===== src/rtl/flash_wr_pkg.sv =====
package flash_wr_pkg;

    typedef enum logic [2:0] {
        ST_BOOT,
        ST_IDLE,
        ST_SETUP,
        ST_PULSE,
        ST_HOLD,
        ST_RECOVER,
        ST_WAITRDY
    } seq_state_t;

    typedef struct packed {
        logic ce_n;
        logic we_n;
        logic oe;
        logic prog;
    } strobe_t;

    // nanoseconds to clock cycles, rounded up
    function automatic int ns_to_cyc(input int ns, input int clk_ns);
        return (ns + clk_ns - 1) / clk_ns;
    endfunction

    function automatic int max2(input int a, input int b);
        return (a > b) ? a : b;
    endfunction

endpackage


===== src/rtl/fw_timer.sv =====
module fw_timer #(
    parameter int W    = 8,
    parameter int INIT = 0
) (
    input  logic         clk,
    input  logic         rst,
    input  logic         ld,
    input  logic [W-1:0] ld_val,
    output logic         zero
);
    logic [W-1:0] cnt;

    always_ff @(posedge clk) begin
        if (rst)
            cnt <= W'(INIT);
        else if (ld)
            cnt <= ld_val;
        else if (cnt != '0)
            cnt <= cnt - 1'b1;
    end

    assign zero = (cnt == '0);
endmodule


===== src/rtl/fw_strobe.sv =====
module fw_strobe
    import flash_wr_pkg::*;
(
    input  seq_state_t st,
    output strobe_t    so
);
    always_comb begin
        so.ce_n = 1'b1;
        so.we_n = 1'b1;
        so.oe   = 1'b0;
        so.prog = 1'b0;
        case (st)
            ST_SETUP, ST_HOLD: begin
                so.ce_n = 1'b0;
                so.oe   = 1'b1;
                so.prog = 1'b1;
            end
            ST_PULSE: begin
                so.ce_n = 1'b0;
                so.we_n = 1'b0;
                so.oe   = 1'b1;
                so.prog = 1'b1;
            end
            ST_RECOVER, ST_WAITRDY: so.prog = 1'b1;
            default: ;
        endcase
    end
endmodule


===== src/rtl/flash_write_seq.sv =====
module flash_write_seq
    import flash_wr_pkg::*;
#(
    parameter int ADDR_W         = 22,
    parameter int DATA_W         = 16,
    parameter int CLK_NS         = 10,
    parameter int T_RST_NS       = 1000,
    parameter int T_CE_LEAD_NS   = 10,
    parameter int T_WP_NS        = 70,
    parameter int T_WP_RELIEF_NS = 10,
    parameter int T_DSU_NS       = 50,
    parameter int T_DH_NS        = 10,
    parameter int T_WRR_NS       = 35,
    parameter int T_STS_NS       = 90,
    parameter int TIMEOUT_CYC    = 1024
) (
    input  logic              clk,
    input  logic              rst,
    input  logic              cmd_valid,
    output logic              cmd_ready,
    input  logic [ADDR_W-1:0] cmd_addr,
    input  logic [DATA_W-1:0] cmd_data,
    input  logic              fb_sts,
    output logic              fb_ce_n,
    output logic              fb_we_n,
    output logic [ADDR_W-1:0] fb_addr,
    output logic [DATA_W-1:0] fb_dq,
    output logic              fb_dq_oe,
    output logic              fb_prog_en,
    output logic              wr_done,
    output logic              wr_err
);
    localparam int SETUP_CYC   = max2(1, ns_to_cyc(T_CE_LEAD_NS, CLK_NS));
    localparam int WP_NEED_NS  = (SETUP_CYC * CLK_NS >= T_WP_RELIEF_NS) ?
                                 (T_WP_NS - T_WP_RELIEF_NS) : T_WP_NS;
    localparam int PULSE_CYC   = max2(max2(1, ns_to_cyc(WP_NEED_NS, CLK_NS)),
                                      ns_to_cyc(T_DSU_NS, CLK_NS) - SETUP_CYC);
    localparam int HOLD_CYC    = max2(1, ns_to_cyc(T_DH_NS, CLK_NS));
    localparam int RECOVER_CYC = max2(1, max2(ns_to_cyc(T_WRR_NS, CLK_NS),
                                              ns_to_cyc(T_STS_NS, CLK_NS)));
    localparam int RST_CYC     = max2(1, ns_to_cyc(T_RST_NS, CLK_NS));
    localparam int MAX_CYC     = max2(max2(max2(RST_CYC, RECOVER_CYC),
                                           max2(PULSE_CYC, SETUP_CYC)),
                                      max2(HOLD_CYC, max2(1, TIMEOUT_CYC)));
    localparam int CNT_W       = $clog2(MAX_CYC + 1);

    localparam logic [CNT_W-1:0] LD_SETUP = CNT_W'(SETUP_CYC - 1);
    localparam logic [CNT_W-1:0] LD_PULSE = CNT_W'(PULSE_CYC - 1);
    localparam logic [CNT_W-1:0] LD_HOLD  = CNT_W'(HOLD_CYC - 1);
    localparam logic [CNT_W-1:0] LD_REC   = CNT_W'(RECOVER_CYC - 1);
    localparam logic [CNT_W-1:0] LD_TMO   = CNT_W'(max2(1, TIMEOUT_CYC) - 1);

    seq_state_t        state_q, state_d;
    logic              tmr_ld, tmr_zero, fin, timed_out;
    logic [CNT_W-1:0]  tmr_val;
    logic [ADDR_W-1:0] addr_q;
    logic [DATA_W-1:0] data_q;
    logic              done_q, err_q;
    strobe_t           strb;

    fw_timer #(.W(CNT_W), .INIT(RST_CYC - 1)) u_timer (
        .clk    (clk),
        .rst    (rst),
        .ld     (tmr_ld),
        .ld_val (tmr_val),
        .zero   (tmr_zero)
    );

    fw_strobe u_strobe (
        .st (state_q),
        .so (strb)
    );

    assign cmd_ready = (state_q == ST_IDLE);

    always_comb begin
        state_d   = state_q;
        tmr_ld    = 1'b0;
        tmr_val   = '0;
        fin       = 1'b0;
        timed_out = 1'b0;
        case (state_q)
            ST_BOOT:
                if (tmr_zero) state_d = ST_IDLE;
            ST_IDLE:
                if (cmd_valid) begin
                    state_d = ST_SETUP;
                    tmr_ld  = 1'b1;
                    tmr_val = LD_SETUP;
                end
            ST_SETUP:
                if (tmr_zero) begin
                    state_d = ST_PULSE;
                    tmr_ld  = 1'b1;
                    tmr_val = LD_PULSE;
                end
            ST_PULSE:
                if (tmr_zero) begin
                    state_d = ST_HOLD;
                    tmr_ld  = 1'b1;
                    tmr_val = LD_HOLD;
                end
            ST_HOLD:
                if (tmr_zero) begin
                    state_d = ST_RECOVER;
                    tmr_ld  = 1'b1;
                    tmr_val = LD_REC;
                end
            ST_RECOVER:
                if (tmr_zero) begin
                    state_d = ST_WAITRDY;
                    tmr_ld  = 1'b1;
                    tmr_val = LD_TMO;
                end
            ST_WAITRDY:
                if (fb_sts || tmr_zero) begin
                    state_d   = ST_IDLE;
                    fin       = 1'b1;
                    timed_out = !fb_sts;
                end
            default: state_d = ST_BOOT;
        endcase
    end

    always_ff @(posedge clk) begin
        if (rst) begin
            state_q <= ST_BOOT;
            addr_q  <= '0;
            data_q  <= '0;
            done_q  <= 1'b0;
            err_q   <= 1'b0;
        end else begin
            state_q <= state_d;
            done_q  <= fin;
            err_q   <= fin && timed_out;
            if (state_q == ST_IDLE && cmd_valid) begin
                addr_q <= cmd_addr;
                data_q <= cmd_data;
            end
        end
    end

    assign fb_ce_n    = strb.ce_n;
    assign fb_we_n    = strb.we_n;
    assign fb_dq_oe   = strb.oe;
    assign fb_prog_en = strb.prog;
    assign fb_addr    = addr_q;
    assign fb_dq      = data_q;
    assign wr_done    = done_q;
    assign wr_err     = err_q;
endmodule


===== config.mk =====
export PLATFORM = sky130hd
export DESIGN_NAME = flash_write_seq
export DESIGN_NICKNAME = d
export VERILOG_FILES = /design/src/rtl/flash_wr_pkg.sv /design/src/rtl/fw_timer.sv /design/src/rtl/fw_strobe.sv /design/src/rtl/flash_write_seq.sv
export SDC_FILE = /design/constraint.sdc
export NUM_CORES = 1
export LEC_CHECK = 0
export BUFFER_PORTS_ARGS = -buffer_cell sky130_fd_sc_hd__buf_2
export CORE_ASPECT_RATIO = 0.6
export CORE_MARGIN = 3
export CORE_UTILIZATION = 50
export CTS_CLUSTER_DIAMETER = 30
export CTS_CLUSTER_SIZE = 10
export DETAILED_ROUTE_END_ITERATION = 6
export PLACE_DENSITY_LB_ADDON = 0.08
export SLEW_MARGIN = 0
export SYNTH_ARGS = -nofsm -noshare
export SYNTH_HDL_FRONTEND = slang
export SYNTH_SLANG_ARGS = --single-unit

===== constraint.sdc =====
create_clock -name clk -period 4.9 [get_ports clk]
set_input_delay 0.735 -clock clk [delete_from_list [all_inputs] [get_ports clk]]
set_output_delay 0.735 -clock clk [all_outputs]
set_load 0.1 [all_outputs]

==> metrics <==
status=complete, no violations; worst-margin pin slew=~770 ps; internal power=about 0.62 mW; Seq cells post-synth=54; Placed Area=approximately 2700 µm²; H-tree levels=2; post-detail-place hpwl=approximately 3800 µm; Die Width=around 93 µm; GR Util met2=0.287; max-cap violation count=0; clk_skew=a little over 10 ps; TNS Setup=0 ps; number of enable flip-flop cells after synthesis=0; Mapped Cells=between 200 and 300; post-cts resize count=0; Setup-failing EPs final=0; row count=18; critical path capture point type=primary output; hold crit path type=reg -> reg; antenna cell count=0; Avg WL per Cell=between 10 and 15 µm; root buffer cell=clkbuf_8; number of global-route vias before repair=around 1,900; sw power=0.172 mW; final instance area=about 2800 µm²; grt met1 use=0.269; RSZ-0062 raised after global routing=false; drt total wl=5350 µm; CP required=4160 ps; Lkg Pwr=around 1.2 nW; routability congestion estimate=0.863; ranking of synthesized cells by area=dfxtp_1 48%, nand2_1 14%, a21oi_1 10%, clkbuf_1 2.2%, nor2_1 1.5%; worst IR drop on VDD=0.168 mV; drc violations=0; number of vias per cell=roughly 5.2; Ports=87; core footprint=between 4000 and 5000 µm²; Skew-Pair Late Insertion Delay=slightly above 300 ps; clock-pin slew on the worst setup and hold paths=~100 ps; minimum clock period=between 2000 and 3000 ps; Yosys warning count=0; Pwr per Cell Area=278 nW/µm²; Sw Share=0.218; Setup CP Type=reg -> out; first-pass GRT wire length=approximately 8700 µm; fraction of layout cells with a size suffix above 1=0.285; WP data arrival=about 1800 ps; Seq/Total Area, Yosys=0.478; CTS tree=done; Die Height=58.1 µm; clk sinks=54; Initial DRC Count=182; GR peak layer=met2; FFs w/ async S/R, synth=0; post-synth top area cell=dfxtp_1; Port Buffers=86; die area=between 5000 and 6000 µm²; Final Cycle Share=0.513; Tot GR Track Use=0.199; grt met3 use=0.0999; Initial Util=0.535; critical path launch point type=flip-flop; Relative slew margins=0.484; Initial DRT Pass Iterations=6; final count of hold timing violations=0; Post-DRT Antenna Nets=0; Post-layout nets=between 400 and 500; Synthesized Nets=roughly 320; Mapped Area=about 2300 µm²; fmax=between 300 and 400 MHz; predominant post-synthesis flop cell=dfxtp_1; CTS Buf Count=5; Hold Buf Count CTS=0; GRT overflow=0; Logic pwr share=0.059; share of the synthesized area in the top cell type=0.478; post-CTS setup buffers=0; vias=~2,200; initial antenna violation count=0; Slew Viols, Final=0; Area Overhead vs Synth=25.1%; Syn Area/Cell=about 8.1 µm²; Reg power frac=0.571; largest net degree at the start of global routing=45; critical path fanouts, max=12; clock share of power=0.371; Clock Tree Buf Depth=2; Netlist cell types=48
path summary, 6_finish.rpt:
kind / startpoint / end / slack, ps / cells after the start
min reg2reg: fb_dq[11] / fb_dq[11] / 450 / 2
max reg2reg: state_q[0] / fb_addr[15] / 2870 / 5
max: state_q[2] / fb_dq_oe / 2380 / 3
min: fb_dq[11] / fb_dq[11] / 450 / 2
final cells by class:
class / count / area, µm²
clock inverter: 2 / 37.5
tap: 60 / 75.1
timing repair buffer: 88 / 445
fill: 403 / 1400
inverter: 5 / 18.8
sequential: 54 / 1080
clock buffer: 6 / 72.6
multi-input combinational: 206 / 1100
cells in the mapped netlist, drive strengths merged (2+ instances only):
library cell	count
dfxtp	54
nor3	3
or3	3
buf	3
and2	3
nand3	5
xnor2	3
a31oi	5
a21boi	2
and4	2
nor2b	3
a21oi	46
o21ai	7
nor3b	4
inv	5
nor2	9
nand2b	3
o211ai	2
clkbuf	13
nand2	85
nor4	2
kinds of logic after synthesis:
| family | after synthesis | share of synthesized area |
|---|---|---|
| buf+inv | 21 | 0.0359 |
| xor+xnor | 4 | 0.0155 |
| flops | 54 | 0.478 |
| simple gates | 128 | 0.278 |
| fa+ha+maj | 1 | 0.00553 |
| compound gates | 73 | 0.188 |
metal layers:
layer | part of all wire | routed length (µm)
met1 | 0.46 | 2470
met2 | 0.40 | 2150
met3 | 0.13 | 684
met4 | 0.0075 | 40
met5 | 0 | 0
critical path, cell delays in order, from the launching register on:
cell and delay (ps):
dfxtp_1 550, nand2b_1 160, o21ai_0 280, buf_2 490
per-stage QoR:
stage                      util  total power, mW  hold slack [ps]  instances  setup slack (ps)
final                     0.669            0.788              453        421              2380
after global routing      0.669            0.820              470        421              2180
after CTS                 0.669            0.794              457        421              2360
after detailed placement  0.643            0.505              443        413              2720
after global placement    0.643            0.505              438        413              2780
after floorplan               -            0.483              476        281              28.1
registers in the layout, summed over array words and instances, names as in the netlist:
| register | flops |
|---|---|
| fb_dq | 16 |
| wr_done | 1 |
| u_timer.cnt | 11 |
| fb_addr | 22 |
| state_q | 3 |
| wr_err | 1 |
power by group through the flow:
stage / registers (mW) / logic (mW) / clock network, mW
6_report: 0.450 / 0.0461 / 0.292
5_1_grt: 0.451 / 0.0507 / 0.318
4_1_cts: 0.449 / 0.0461 / 0.299
3_5_place_dp: 0.460 / 0.0457 / 0
3_3_place_gp: 0.460 / 0.0452 / 0
2_1_floorplan: 0.463 / 0.0208 / 0
placed cells by master, fill, tap and decap left out, types with 2 or more instances in the layout:
| cell | Yosys | routed |
|---|---|---|
| nor3_1 | 2 | 2 |
| inv_1 | 5 | 5 |
| a31oi_1 | 5 | 5 |
| buf_2 | 2 | 86 |
| clkbuf_8 | 0 | 5 |
| o21ai_1 | 2 | 2 |
| o21ai_0 | 5 | 5 |
| nand2_1 | 85 | 85 |
| and2_1 | 3 | 3 |
| nor2b_1 | 3 | 3 |
| a21boi_0 | 2 | 2 |
| nand3_1 | 4 | 4 |
| and4_1 | 2 | 2 |
| nand2b_1 | 3 | 3 |
| dfxtp_1 | 54 | 54 |
| nor2_1 | 9 | 9 |
| or3_1 | 2 | 2 |
| buf_4 | 0 | 2 |
| o211ai_1 | 2 | 2 |
| xnor2_1 | 3 | 3 |
| a21oi_1 | 46 | 46 |
| nor3b_1 | 2 | 2 |
(Power assumes the default switching activity.)
